## config.mk

```make
export PLATFORM = sky130hd
export DESIGN_NAME = xor_blitter
export DESIGN_NICKNAME = d
export VERILOG_FILES = /design/src/rtl/blit_pkg.sv /design/src/rtl/blit_geom.sv /design/src/rtl/blit_merge.sv /design/src/rtl/blit_seq.sv /design/src/rtl/xor_blitter.sv
export SDC_FILE = /design/constraint.sdc
export NUM_CORES = 1
export LEC_CHECK = 0
export BUFFER_PORTS_ARGS = -buffer_cell sky130_fd_sc_hd__buf_4
export CELL_PAD_IN_SITES_DETAIL_PLACEMENT = 2
export CELL_PAD_IN_SITES_GLOBAL_PLACEMENT = 2
export CORE_UTILIZATION = 37
export DETAILED_ROUTE_END_ITERATION = 10
export MAX_ROUTING_LAYER = met4
export PLACE_DENSITY_LB_ADDON = 0.1
export SLEW_MARGIN = 20
export SYNTH_ARGS = -nofsm -noshare
export SYNTH_HDL_FRONTEND = slang
export SYNTH_HIERARCHICAL = 1
export SYNTH_SLANG_ARGS = --single-unit
```

## constraint.sdc

```tcl
create_clock -name clk -period 3.9 [get_ports clk]
set_input_delay 0.78 -clock clk [delete_from_list [all_inputs] [get_ports clk]]
set_output_delay 0.78 -clock clk [all_outputs]
set_load 0.05 [all_outputs]
```

## src/rtl/blit_pkg.sv

```systemverilog
package blit_pkg;

  // Sequencer states; order of the row steps is part of the behaviour.
  typedef enum logic [2:0] {
    S_IDLE   = 3'd0,
    S_RD_SPR = 3'd1,
    S_RD_B0  = 3'd2,
    S_RD_B1  = 3'd3,
    S_WR_B0  = 3'd4,
    S_WR_B1  = 3'd5,
    S_FIN    = 3'd6
  } blit_state_e;

  // Which holding register takes mem_rdata in the cycle after a read.
  typedef enum logic [1:0] {
    CAP_NONE = 2'd0,
    CAP_SPR  = 2'd1,
    CAP_B0   = 2'd2,
    CAP_B1   = 2'd3
  } cap_sel_e;

  localparam int LANES = 2;

endpackage

```

## src/rtl/blit_geom.sv

```systemverilog
module blit_geom #(
  parameter int AW    = 10,
  parameter int SCR_W = 64,
  parameter int SCR_H = 32,
  parameter int RW    = 4,
  localparam int XW   = $clog2(SCR_W),
  localparam int YW   = $clog2(SCR_H)
) (
  input  logic [XW-1:0] x_pos,
  input  logic [YW-1:0] y_pos,
  input  logic [RW-1:0] row_idx,
  input  logic [AW-1:0] fb_base,
  input  logic [AW-1:0] spr_base,
  input  logic [7:0]    spr_byte,
  output logic [AW-1:0] spr_addr,
  output logic [AW-1:0] row_addr,
  output logic          last_vis,
  output logic          spill_en,
  output logic [7:0]    pat_left,
  output logic [7:0]    pat_right
);
  localparam int BPR = SCR_W / 8;
  localparam int BW  = $clog2(BPR);
  localparam int TW  = ((YW > RW) ? YW : RW) + 1;

  logic [TW-1:0] row_y;
  logic [TW-1:0] row_y_nx;
  logic [15:0]   window;
  logic [BW-1:0] col_byte;

  assign col_byte = x_pos[XW-1:3];
  assign row_y    = TW'(y_pos) + TW'(row_idx);
  assign row_y_nx = row_y + TW'(1);
  // The following row falls below the screen: the current row is the last drawn.
  assign last_vis = (row_y_nx >= TW'(SCR_H));

  assign spr_addr = spr_base + AW'(row_idx);
  assign row_addr = fb_base + AW'({row_y[YW-1:0], {BW{1'b0}}}) + AW'(col_byte);

  assign window   = {spr_byte, 8'h00} >> x_pos[2:0];
  // Second byte only when the sprite straddles a byte and is not in the last column byte.
  assign spill_en = (x_pos[2:0] != 3'd0) && (col_byte != BW'(BPR - 1));
  assign pat_left  = window[15:8];
  assign pat_right = spill_en ? window[7:0] : 8'h00;

endmodule

```

## src/rtl/blit_merge.sv

```systemverilog
module blit_merge (
  input  logic [7:0] old_byte,
  input  logic [7:0] pattern,
  output logic [7:0] new_byte,
  output logic       hit
);
  assign new_byte = old_byte ^ pattern;
  assign hit      = |(old_byte & pattern);
endmodule

```

## src/rtl/blit_seq.sv

```systemverilog
module blit_seq
  import blit_pkg::*;
#(
  parameter int AW    = 10,
  parameter int CW    = 8,
  parameter int SCR_W = 64,
  parameter int SCR_H = 32,
  parameter int RW    = 4,
  localparam int XW   = $clog2(SCR_W),
  localparam int YW   = $clog2(SCR_H)
) (
  input  logic                 clk,
  input  logic                 rst_n,
  input  logic                 start,
  input  logic [CW-1:0]        x_in,
  input  logic [CW-1:0]        y_in,
  input  logic [RW-1:0]        rows_in,
  input  logic [AW-1:0]        spr_base_in,
  input  logic [AW-1:0]        fb_base_in,
  input  logic                 wait_frame,
  input  logic                 frame_tick,
  output logic                 busy,
  output logic                 done,
  output logic                 collision,
  output logic                 stall,
  output logic                 mem_req,
  output logic                 mem_we,
  output logic [AW-1:0]        mem_addr,
  output logic [7:0]           mem_wdata,
  input  logic [7:0]           mem_rdata,
  input  logic                 mem_ready,
  output logic [XW-1:0]        x_q,
  output logic [YW-1:0]        y_q,
  output logic [RW-1:0]        row_q,
  output logic [AW-1:0]        spr_base_q,
  output logic [AW-1:0]        fb_base_q,
  output logic [7:0]           spr_q,
  output logic [LANES-1:0][7:0] old_v,
  input  logic [AW-1:0]        spr_addr,
  input  logic [AW-1:0]        row_addr,
  input  logic                 last_vis,
  input  logic                 spill_en,
  input  logic [LANES-1:0][7:0] new_v,
  input  logic [LANES-1:0]     hit_v
);
  blit_state_e state_q;
  cap_sel_e    cap_q;
  logic [RW-1:0] rows_q;
  logic [7:0]    b0_q, b1_q;
  logic          wait_q;
  logic          coll_q;
  logic          stall_q;
  logic          row_end;
  logic          unused_hi;

  assign unused_hi = ^{x_in[CW-1:XW], y_in[CW-1:YW]};

  // Forward read data straight into the merge in the cycle it arrives.
  assign old_v[0] = (cap_q == CAP_B0) ? mem_rdata : b0_q;
  assign old_v[1] = (cap_q == CAP_B1) ? mem_rdata : b1_q;

  assign row_end = (({1'b0, row_q} + 1'b1) == {1'b0, rows_q}) || last_vis;

  always_ff @(posedge clk or negedge rst_n) begin
    if (!rst_n) begin
      state_q    <= S_IDLE;
      cap_q      <= CAP_NONE;
      x_q        <= '0;
      y_q        <= '0;
      rows_q     <= '0;
      row_q      <= '0;
      spr_base_q <= '0;
      fb_base_q  <= '0;
      spr_q      <= '0;
      b0_q       <= '0;
      b1_q       <= '0;
      wait_q     <= 1'b0;
      coll_q     <= 1'b0;
      stall_q    <= 1'b0;
    end else begin
      case (cap_q)
        CAP_SPR: spr_q <= mem_rdata;
        CAP_B0:  b0_q  <= mem_rdata;
        CAP_B1:  b1_q  <= mem_rdata;
        default: ;
      endcase
      cap_q <= CAP_NONE;
      if (frame_tick) stall_q <= 1'b0;

      case (state_q)
        S_IDLE: begin
          if (start) begin
            x_q        <= x_in[XW-1:0];
            y_q        <= y_in[YW-1:0];
            rows_q     <= rows_in;
            row_q      <= '0;
            spr_base_q <= spr_base_in;
            fb_base_q  <= fb_base_in;
            wait_q     <= wait_frame;
            coll_q     <= 1'b0;
            state_q    <= (rows_in == '0) ? S_FIN : S_RD_SPR;
          end
        end
        S_RD_SPR: if (mem_ready) begin
          cap_q   <= CAP_SPR;
          state_q <= S_RD_B0;
        end
        S_RD_B0: if (mem_ready) begin
          cap_q   <= CAP_B0;
          state_q <= spill_en ? S_RD_B1 : S_WR_B0;
        end
        S_RD_B1: if (mem_ready) begin
          cap_q   <= CAP_B1;
          state_q <= S_WR_B0;
        end
        S_WR_B0: if (mem_ready) begin
          coll_q <= coll_q | hit_v[0];
          if (spill_en) begin
            state_q <= S_WR_B1;
          end else if (row_end) begin
            state_q <= S_FIN;
          end else begin
            row_q   <= row_q + 1'b1;
            state_q <= S_RD_SPR;
          end
        end
        S_WR_B1: if (mem_ready) begin
          coll_q <= coll_q | hit_v[1];
          if (row_end) begin
            state_q <= S_FIN;
          end else begin
            row_q   <= row_q + 1'b1;
            state_q <= S_RD_SPR;
          end
        end
        S_FIN: begin
          if (wait_q) stall_q <= 1'b1;
          state_q <= S_IDLE;
        end
        default: state_q <= S_IDLE;
      endcase
    end
  end

  always_comb begin
    mem_req   = 1'b0;
    mem_we    = 1'b0;
    mem_addr  = '0;
    mem_wdata = 8'h00;
    case (state_q)
      S_RD_SPR: begin mem_req = 1'b1; mem_addr = spr_addr; end
      S_RD_B0:  begin mem_req = 1'b1; mem_addr = row_addr; end
      S_RD_B1:  begin mem_req = 1'b1; mem_addr = row_addr + AW'(1); end
      S_WR_B0:  begin mem_req = 1'b1; mem_we = 1'b1; mem_addr = row_addr; mem_wdata = new_v[0]; end
      S_WR_B1:  begin mem_req = 1'b1; mem_we = 1'b1; mem_addr = row_addr + AW'(1); mem_wdata = new_v[1]; end
      default: ;
    endcase
  end

  assign busy      = (state_q != S_IDLE) && (state_q != S_FIN);
  assign done      = (state_q == S_FIN);
  assign collision = coll_q;
  assign stall     = stall_q;

  // a held-off request keeps its contents until accepted
  p_req_hold_r9: assert property (@(posedge clk) disable iff (!rst_n)
    mem_req && !mem_ready |=> mem_req && $stable(mem_addr) && $stable(mem_we) && $stable(mem_wdata));

  // done is a single-cycle pulse
  p_done_pulse_r7: assert property (@(posedge clk) disable iff (!rst_n)
    done |=> !done);

  // the end of busy is always marked by done
  p_busy_end_r7: assert property (@(posedge clk) disable iff (!rst_n)
    $fell(busy) |-> done);

  // a strobe during a draw leaves the latched request alone
  p_start_ignored_r7: assert property (@(posedge clk) disable iff (!rst_n)
    busy && start |=> $stable(x_q) && $stable(y_q) && $stable(rows_q) && $stable(fb_base_q));

  // the stall is only released by a frame tick
  p_stall_hold_r11: assert property (@(posedge clk) disable iff (!rst_n)
    stall && !frame_tick |=> stall);

endmodule

```

## src/rtl/xor_blitter.sv

```systemverilog
module xor_blitter
  import blit_pkg::*;
#(
  parameter int AW    = 10,
  parameter int CW    = 8,
  parameter int SCR_W = 64,
  parameter int SCR_H = 32,
  parameter int RW    = 4
) (
  input  logic          clk,
  input  logic          rst_n,
  input  logic          start,
  input  logic [CW-1:0] x_in,
  input  logic [CW-1:0] y_in,
  input  logic [RW-1:0] rows_in,
  input  logic [AW-1:0] spr_base_in,
  input  logic [AW-1:0] fb_base_in,
  input  logic          wait_frame,
  input  logic          frame_tick,
  output logic          busy,
  output logic          done,
  output logic          collision,
  output logic          stall,
  output logic          mem_req,
  output logic          mem_we,
  output logic [AW-1:0] mem_addr,
  output logic [7:0]    mem_wdata,
  input  logic [7:0]    mem_rdata,
  input  logic          mem_ready
);
  localparam int XW       = $clog2(SCR_W);
  localparam int YW       = $clog2(SCR_H);
  localparam int FB_BYTES = SCR_W * SCR_H / 8;

  logic [XW-1:0]  x_q;
  logic [YW-1:0]  y_q;
  logic [RW-1:0]  row_q;
  logic [AW-1:0]  spr_base_q, fb_base_q;
  logic [7:0]     spr_q;
  logic [AW-1:0]  spr_addr, row_addr;
  logic           last_vis, spill_en;
  logic [LANES-1:0][7:0] pat_v, old_v, new_v;
  logic [LANES-1:0]      hit_v;

  blit_geom #(.AW(AW), .SCR_W(SCR_W), .SCR_H(SCR_H), .RW(RW)) u_geom (
    .x_pos     (x_q),
    .y_pos     (y_q),
    .row_idx   (row_q),
    .fb_base   (fb_base_q),
    .spr_base  (spr_base_q),
    .spr_byte  (spr_q),
    .spr_addr  (spr_addr),
    .row_addr  (row_addr),
    .last_vis  (last_vis),
    .spill_en  (spill_en),
    .pat_left  (pat_v[0]),
    .pat_right (pat_v[1])
  );

  for (genvar g = 0; g < LANES; g++) begin : g_lane
    blit_merge u_merge (
      .old_byte (old_v[g]),
      .pattern  (pat_v[g]),
      .new_byte (new_v[g]),
      .hit      (hit_v[g])
    );
  end

  blit_seq #(.AW(AW), .CW(CW), .SCR_W(SCR_W), .SCR_H(SCR_H), .RW(RW)) u_seq (
    .clk         (clk),
    .rst_n       (rst_n),
    .start       (start),
    .x_in        (x_in),
    .y_in        (y_in),
    .rows_in     (rows_in),
    .spr_base_in (spr_base_in),
    .fb_base_in  (fb_base_in),
    .wait_frame  (wait_frame),
    .frame_tick  (frame_tick),
    .busy        (busy),
    .done        (done),
    .collision   (collision),
    .stall       (stall),
    .mem_req     (mem_req),
    .mem_we      (mem_we),
    .mem_addr    (mem_addr),
    .mem_wdata   (mem_wdata),
    .mem_rdata   (mem_rdata),
    .mem_ready   (mem_ready),
    .x_q         (x_q),
    .y_q         (y_q),
    .row_q       (row_q),
    .spr_base_q  (spr_base_q),
    .fb_base_q   (fb_base_q),
    .spr_q       (spr_q),
    .old_v       (old_v),
    .spr_addr    (spr_addr),
    .row_addr    (row_addr),
    .last_vis    (last_vis),
    .spill_en    (spill_en),
    .new_v       (new_v),
    .hit_v       (hit_v)
  );

  // every write lands inside the frame buffer
  p_fb_bounds_r4: assert property (@(posedge clk) disable iff (!rst_n)
    mem_req && mem_we |-> ((mem_addr - fb_base_q) < AW'(FB_BYTES)));

  // no memory traffic outside a draw
  p_req_in_draw_r8: assert property (@(posedge clk) disable iff (!rst_n)
    mem_req |-> busy && !done);

endmodule

```

Yosys cells after proc, flatten, opt, wreduce, memory -nomap -nowiden
Index checks and enable logic that the tools add are counted.
{ "word_totals": {"regBits": 71, "elab_cells": 102, "out_inout_bits": 24, "inputBits": 54} }
{ "op_classes": {"n_reduce_logical": 18, "n_shift": 1, "addsub": 8, "muxes": 35, "n_lt_le_gt_ge": 1, "bitwise_logic": 6, "eq_ne": 19} }
{ "op_table": {"columns": ["operator", "count"], "rows": [
  ["2-to-1 mux 3 bit", 10],
  ["case mux 10 bit (3 select lines)", 1],
  ["2-to-1 mux 8 bit", 3],
  ["2-to-1 mux 4 bit", 5],
  ["case mux 3 bit (6 select lines)", 1],
  ["AND 8 bit", 2],
  ["case mux 8 bit (2 select lines)", 1],
  ["OR reduction 8 bit", 2],
  ["right shift 16 x 3 -> 16 bit", 1],
  ["bitwise XOR 8 bit", 2],
  ["!= test 2 bit (second input constant)", 7],
  ["case mux 4 bit (3 select lines)", 1],
  ["adder 10 x 1 -> 10 bit (second input constant)", 1],
  ["adder 10 x 3 -> 10 bit", 1],
  ["adder 10 x 4 -> 10 bit", 1],
  ["adder 10 x 8 -> 10 bit", 1],
  ["equality test 3 bit (second input constant)", 3],
  ["2-to-1 mux 1 bit", 9],
  ["nonzero test 3 bit", 3],
  ["adder 5 x 4 -> 6 bit", 1],
  ["adder 6 x 1 -> 6 bit (second input constant)", 1],
  ["equality test 3 x 2 -> 1 bit (second input constant)", 2],
  ["greater-or-equal comparator 6 bit (second input constant)", 1],
  ["!= test 3 bit (second input constant)", 2],
  ["other kinds (20)", 26]
]} }

Logic depth before layout (Yosys ltp)
Gate-level depths: netlist of the first run.
{ "depth": {"ltp_word": 8, "mapped_depth": 14, "ltp_nobuf": 14} }

Cells and area by module
The synthesis of the first run kept the hierarchy.
{ "modules_own_cells": {"columns": ["mod", "cells_each", "n_inst", "area_each_um2", "seq_area_each_um2"], "rows": [
  ["blit_seq", 293, 1, 3584.7, 1776.7],
  ["blit_geom", 160, 1, 1087.3, 0.0],
  ["blit_merge", 11, 2, 116.4, 0.0]
]} }

Worst setup path after synthesis of the first run
OpenSTA, ideal clock, no wires.
{ "synth_timing": {"path_type": "register to output", "from": "register u_seq.row_q[0]", "to": "output port mem_addr[8]", "required_ps": 3120, "path_slack_ps": -670, "path_stages_with_launch": 15, "arrival_ps": 3790, "n_path_buf": 0, "cell_sequence": "dfrtp_1 > ha_1 > fa_1 > xor2_1 > ha_1 > nand3_1 > nand2_1 > a41o_1 > nor2_1 > xnor2_1 > nand3_1 > nor2_1 > nand4_1 > xor2_1 > o21ai_0"} }
{ "synth_between": {"elab_chain_cells": 5, "elab_cells_between_ends": 6, "classes_between": "add/sub (5); mux (1)"} }
{ "synth_rtl": {"columns": ["element", "line_no", "text"], "rows": [
  ["from (decl)", "blit_seq.sv:34", "output logic [RW-1:0] row_q,"],
  ["from (signal assigned)", "blit_seq.sv:123", "row_q <= row_q + 1'b1;"],
  ["from (signal assigned)", "blit_seq.sv:132", "row_q <= row_q + 1'b1;"],
  ["adder 5 x 4 -> 6 bit", "blit_geom.sv:32", "assign row_y = TW'(y_pos) + TW'(row_idx);"],
  ["adder 10 x 8 -> 10 bit", "blit_geom.sv:38", "assign row_addr = fb_base + AW'({row_y[YW-1:0], {BW{1'b0}}}) + AW'(col_byte);"],
  ["adder 10 x 3 -> 10 bit", "blit_geom.sv:38", null],
  ["via row_addr[6]", "xor_blitter.sv:40", "logic [AW-1:0] spr_addr, row_addr;"],
  ["adder 10 x 1 -> 10 bit", "blit_seq.sv:153, blit_seq.sv:155", null],
  ["case mux 10 bit (3 select lines)", "blit_seq.sv:150", "case (state_q)"],
  ["to (decl)", "xor_blitter.sv:26", "output logic [AW-1:0] mem_addr,"]
]} }
The timed path passes the listed nets, and every way through them passes these cells.

Worst setup path after layout of the first run
{ "layout_timing": {"from": "register u_seq.row_q[3]", "to": "output port mem_addr[9]"} }
Same word-level chain as after synthesis.

==> summary.md, run 1 <==
| Metric | Value |
|---|---|
| Nets@finish | roughly 650 |
| RSZ-0062 raised after global routing | yes |
| Total iterations of the first detailed-routing run | 5 |
| Port Buf Inserts | 72 |
| Crit path DAT | ~3.5 ns |
| Post-DRT Antenna Nets | 0 |
| Post-DP Area | around 0.0056 mm² |
| Final slew viol count | 0 |
| Fmax | 0.2321 GHz |
| TritonCTS clock tree | yes |
| Starting Density | 38.40% |
| Via Count | between 3000 and 4000 |
| CORE AREA | about 0.013 mm² |
| Synth Flop Type | dfrtp_1 |
| Failing checks | setup timing |
| Syn nets | 566 |
| H-tree depth | 3 |
| Gr usage total | 24.44% |
| DRT Wirelength | 15.48 mm |
| N_diodes | 0 |
| First-pass GRT wire length | about 24 mm |
| Outcome | finished, violations left |
| Worst Tran Pin Value | 0.9542 ns |
| Vias in the first global route | around 4400 |
| GRT overflow | 0 |
| Most common cell after layout, fill and taps aside | buf_4 |
| Max Clock Skew | 0.008305 ns |
| Clk buf depth | 2 |
| Yosys warns | 6 |
| Setup CP Type | flop to output port |
| Skew-Pair Late Insertion Delay | roughly 0.35 ns |
| Final setup fails | 4 |
| Syn_area_per_cell | between 10 and 15 µm² |
| Residual DRC | 0 |
| Hold Vio Cnt, Final | 0 |
| Placer Congestion | about 0.81 |
| Clock Pin Slew Worst Setup and Hold Paths | approximately 0.06 ns |
| Drt wl/cell | roughly 21 µm |
| Critical Path RT | 3.12 ns |
| WHS | 0.4977 ns |
| Vias/cell | 5.322 |
| Final instance area | 0.006232 mm² |
| Tmin final | 4.308 ns |
| Initial DRC count | approximately 160 |
| Async set-reset flop share out of synthesis | 100.0% |
| Hold Buf Count CTS | 0 |
| Number of synthesized register bits | slightly above 70 |
| Detailed placer's ending HPWL | 10.82 mm |
| Setup crit end kind | output port |
| Initial antenna violation count | 0 |
| Max-cap violations | 0 |
| Worst setup margin | -0.4079 ns |
| Synth-to-Final Area Change | 27.07% |
| I/O pin cnt | 78 |
| Clk root buf | clkbuf_16 |
| Post-synthesis sequential area ratio | between 30% and 40% |
| CP max FO | 4 |
| Max_slew headroom | 36.39% |
| Share of layout cells above drive strength 1 | a little under two fifths |
| Largest net degree at the start of global routing | 72 |
| Number of synthesized flops with an enable pin | 0 |
| Final worst-path cycle share | 110.5% |
| Fin Setup TNS | -1.134 ns |
| CTS sink cnt | 71 |
| FP Rows | 41 |
| Die Y | roughly 120 µm |
| Synthesized area | about 0.0049 mm² |
| Die area | 0.01372 mm² |
| Most frequent cells in the layout | 85 x buf_4, 69 x dfrtp_1, 40 x nor2_1 |
| Dpl ws | -0.1864 ns |
| Hold Crit Class | flop to flop |
| CTS buffer count | 9 |
| Cells after synthesis | ~480 |
| Synth unique cells | 53 |
| CP startpoint kind | flop |
| Die Wd | approximately 120 µm |
final timing paths:
path	slack [ns]	startpoint	cells past startpoint	end
max in group asynchronous	2.64	rst_n	1	u_seq/y_q[1]$_DFFE_PN0P_
max	-0.41	u_seq/row_q[3]$_DFFE_PN0P_	13	mem_addr[9]
min	0.50	u_seq/b1_q[0]$_DFF_PN0_	1	u_seq/b1_q[0]$_DFF_PN0_
min reg2reg	0.50	u_seq/b1_q[0]$_DFF_PN0_	1	u_seq/b1_q[0]$_DFF_PN0_
max reg2reg	0.78	u_seq/y_q[0]$_DFFE_PN0P_	11	u_seq/row_q[0]$_DFFE_PN0P_
min in group asynchronous	0.57	rst_n	1	u_seq/b1_q[4]$_DFF_PN0_
metrics by stage:
stage               instances  utilization (%)
floorplan                 475                -
global placement          712            44.16
detailed placement        712            44.16
CTS                       731            47.96
global route              733            48.79
finish                    733            48.79
layer usage:
layer,global-route usage [%],wire length [µm]
met3,5.149,375
met4,7.173,235
met5,-,0
met1,29.16,6865
met2,41.54,8000
timing repair:
| action | 4_1_cts | 5_1_grt |
|---|---|---|
| buffers inserted | 3 | 2 |
| endpoints found under the setup margin | 6 | 6 |
| endpoints found under the hold margin | 0 | 0 |
| resized for setup | 25 | 16 |
| pin swaps | 7 | 6 |
cells in the mapped netlist (all sizes together), types with 6 or more instances:
master | number | area share [%]
a211oi | 7 | 1.1
a21oi | 22 | 2.2
buf | 9 | 1.9
clkbuf | 11 | 0.84
dfrtp | 71 | 36
ha | 34 | 8.7
inv | 20 | 1.5
mux2 | 66 | 17
mux2i | 14 | 2.9
nand2 | 36 | 2.8
nand3 | 12 | 1.2
nor2 | 46 | 3.9
nor2b | 9 | 1.1
nor3 | 6 | 0.61
o21ai | 22 | 2.3
xnor2 | 20 | 3.6
xor2 | 10 | 1.8
layout make-up:
| class | count | area, µm² |
|---|---|---|
| fill | 1320 | 6541 |
| timing repair buffer | 90 | 694.4 |
| clock buffer | 10 | 239.0 |
| clock inverter | 6 | 107.6 |
| tap | 172 | 215.2 |
| inverter | 20 | 75.07 |
| multi-input combinational | 364 | 3122 |
| sequential | 71 | 1779 |
kinds of logic (layout without fill, tap and decap cells):
kind of cell | count (synthesis) | after routing | share of synthesized area [%]
AO/OA/AOI/OAI | 83 | 83 | 11.07
XOR/XNOR | 30 | 30 | 5.357
adder cells (fa/ha/maj) | 37 | 37 | 9.898
buffers and inverters | 40 | 126 | 4.311
flip-flops | 71 | 71 | 36.22
multiplexers | 80 | 80 | 20.23
other | 1 | 1 | 0.07646
AND/OR/NAND/NOR | 133 | 133 | 12.83
critical path: stages (launching register included):
cell	delay, ns
dfrtp_1	0.48
ha_2	0.37
and2_1	0.16
a22o_1	0.24
nor2_4	0.17
ha_4	0.24
a21oi_2	0.21
o211ai_1	0.17
and3_1	0.25
nor2_2	0.19
nand4_1	0.17
xor2_1	0.20
o21ai_4	0.15
buf_6	0.17
registers in the layout, summed over array words and instances, names as in the netlist:
signal	count
u_seq/b0_q	8
u_seq/b1_q	8
u_seq/cap_q	2
u_seq/collision	1
u_seq/fb_base_q	10
u_seq/row_q	4
u_seq/rows_q	4
u_seq/spr_base_q	10
u_seq/spr_q	8
u_seq/stall	1
u_seq/state_q	3
u_seq/wait_q	1
u_seq/x_q	6
u_seq/y_q	5
Power of run 1 is not shown: default switching activity piles up to over one toggle a cycle in this logic, so the estimate is an artifact.
==> inputs of run 2 (changes only) <==
--- a/config.mk
+++ b/config.mk
@@ -8,10 +8,10 @@
 export BUFFER_PORTS_ARGS = -buffer_cell sky130_fd_sc_hd__buf_4
 export CELL_PAD_IN_SITES_DETAIL_PLACEMENT = 2
 export CELL_PAD_IN_SITES_GLOBAL_PLACEMENT = 2
-export CORE_UTILIZATION = 37
+export CORE_UTILIZATION = 33
 export DETAILED_ROUTE_END_ITERATION = 10
 export MAX_ROUTING_LAYER = met4
-export PLACE_DENSITY_LB_ADDON = 0.1
+export PLACE_DENSITY = 0.8
 export SLEW_MARGIN = 20
 export SYNTH_ARGS = -nofsm -noshare
 export SYNTH_HDL_FRONTEND = slang
==> constraint.sdc (replaced) <==
create_clock -name clk -period 3.6 [get_ports clk]
set_input_delay 0.72 -clock clk [delete_from_list [all_inputs] [get_ports clk]]
set_output_delay 0.72 -clock clk [all_outputs]
set_load 0.05 [all_outputs]
==> summary.md, run 2 (synthesis gave the netlist of run 1 again) <==
| Metric | Value |
|---|---|
| Hold Crit Class | flop to flop |
| Post-DRT Antenna Nets | 0 (unchanged) |
| Worst setup margin | -0.6289 ns (-0.2210 ns) |
| Starting Density | 33.75% (-4.7 points) |
| Initial antenna violation count | 0 (unchanged) |
| First-pass GRT wire length | 24.52 mm (+2.5%) |
| Die area | 0.01535 mm² (+12%) |
| Total iterations of the first detailed-routing run | 4 (-1) |
| H-tree depth | 3 (unchanged) |
| Worst min-delay path startpoint | u_seq/wait_q$_DFFE_PN0P_ |
| Fmax | between 0.2 and 0.25 GHz |
| RSZ-0062 raised after global routing | yes |
| Initial DRC count | 124 (-24%) |
| WHS Endpoint | u_seq/stall$_DFF_PN0_ |
| Critical Path RT | 2.88 ns (-0.24 ns) |
| N_diodes | 0 (unchanged) |
| Vias in the first global route | 4532 (+2.0%) |
| GRT overflow | 0 (unchanged) |
| Skew-Pair Late Insertion Delay | 0.35 ns (about the same) |
| R2R setup slack | 0.71 ns (-0.07 ns) |
| Final slew viol count | 0 (unchanged) |
| Worst R2R Start | u_seq/row_q[0]$_DFFE_PN0P_ |
| Most common cell after layout, fill and taps aside | buf_4 |
| Die Y | 123.9 µm (+5.8%) |
| Final worst-path cycle share | 117.5% |
| WHS Path Cells | 2 (+1) |
| Max Clock Skew | 0.01025 ns (+0.001940 ns) |
| Vias/cell | 5.392 (+1.3%) |
| CTS buffer count | 9 (unchanged) |
| Worst Tran Pin Value | 0.9582 ns (+0.004011 ns) |
| Worst Reg2Reg Path Length in Cells | 9 (-2) |
| Nets@finish | 659 (+1.9%) |
| Placer Congestion | 0.8870 (+9.9%) |
| Tmin final | 4.229 ns |
| Max-cap violations | 0 (unchanged) |
| CTS sink cnt | 71 (unchanged) |
| Most frequent cells in the layout | 93 x buf_4, 68 x dfrtp_1, 40 x nor2_1 |
| Worst reg2reg path endpoint | u_seq/state_q[0]$_DFFE_PN0P_ |
| Gr usage total | 22.30% (-2.1 points) |
| Outcome | finished, violations left |
| Via Count | 4082 (+4.6%) |
| I/O pin cnt | 78 (unchanged) |
| Dpl ws | -0.3457 ns (-0.1594 ns) |
| DRT Wirelength | 16.64 mm (+7.5%) |
| Largest registers | u_seq/fb_base_q: 10 flops, u_seq/spr_base_q: 10 flops |
| Final setup fails | 6 (+2) |
| Failing checks | setup timing |
| Hold Vio Cnt, Final | 0 (unchanged) |
| Crit path DAT | 3.51 ns (-0.02 ns) |
| FP Rows | 44 (+7.3%) |
| CORE AREA | 0.01453 mm² (+14%) |
| Clk root buf | clkbuf_16 |
| CP startpoint kind | flop |
| Clock Pin Slew Worst Setup and Hold Paths | 0.06 ns (about the same) |
| Hold Buf Count CTS | 0 (unchanged) |
| Clk buf depth | 2 (unchanged) |
| Die Wd | 123.9 µm (+5.8%) |
| Setup CP Type | flop to output port |
| Share of layout cells above drive strength 1 | 42.41% (+4.6 points) |
| Residual DRC | 0 (unchanged) |
| TritonCTS clock tree | yes |
| Drt wl/cell | 21.98 µm (+4.1%) |
| Synth-to-Final Area Change | 31.33% |
| Largest net degree at the start of global routing | 72 (unchanged) |
| CP max FO | 3 (-1) |
| Max_slew headroom | 36.12% (-0.27 points) |
| Detailed placer's ending HPWL | 11.19 mm (+3.5%) |
| Port Buf Inserts | 72 (unchanged) |
| Setup crit end kind | output port |
run 2: cell type report:
class / instances / area, µm²
clock buffer: 9 / 225.2
timing repair buffer: 102 / 803.3
tap: 184 / 230.2
fill: 1496 / 8093
inverter: 20 / 75.07
sequential: 71 / 1780
multi-input combinational: 364 / 3278
clock inverter: 7 / 48.80
run 2: timing repair:
item,in CTS,in global routing
pin swaps,20,17
buffers inserted,3,4
endpoints found under the setup margin,6,8
resized for setup,39,32
run 2: critical path, cell delays in order, from the launching register on:
cell	delay, ns
dfrtp_1	0.43
ha_4	0.19
fa_2	0.39
a21o_1	0.19
a21oi_2	0.19
xnor2_2	0.11
ha_2	0.37
nor2_1	0.06
nor2_1	0.19
o41ai_2	0.12
xnor2_1	0.23
nand4_1	0.16
xor2_2	0.19
o21ai_4	0.15
buf_6	0.18
run 2: layer usage:
metal	track usage, %	share of wire (%)	up-vias
li1	-	-	1869
met1	25.81	42	2085
met2	39.13	51	95
met3	4.121	3.1	33
met4	6.696	3.3	0
met5	-	0	-
run 2: metrics by stage:
stage | hold slack [ns] | cells | setup TNS (ns) | utilization [%] | area, µm²
2_1_floorplan | 0.4244 | 475 | -0.4557 | - | 4942
3_3_place_gp | 0.4686 | 735 | -0.5263 | 39.61 | 5757
3_5_place_dp | 0.4924 | 735 | -0.9652 | 39.61 | 5757
4_1_cts | 0.5075 | 753 | -1.882 | 43.02 | 6252
5_1_grt | 0.5147 | 757 | -3.128 | 44.32 | 6441
6_report | 0.4962 | 757 | -2.353 | 44.32 | 6441
run 2: how the worst max path moves through the flow:
stage / from / to / slack [ns]
final: u_seq/row_q[0]$_DFFE_PN0P_ / mem_addr[9] / -0.63
after detailed placement: u_seq/row_q[1]$_DFFE_PN0P_ / mem_addr[8] / -0.35
after floorplan: u_seq/row_q[0]$_DFFE_PN0P_ / mem_addr[8] / -0.25
after global routing: u_seq/row_q[0]$_DFFE_PN0P_ / mem_addr[9] / -0.82
after CTS: u_seq/row_q[0]$_DFFE_PN0P_ / mem_addr[9] / -0.54
after global placement: u_seq/row_q[0]$_DFFE_PN0P_ / mem_addr[9] / -0.21
Power of run 2 is left out for the same reason.
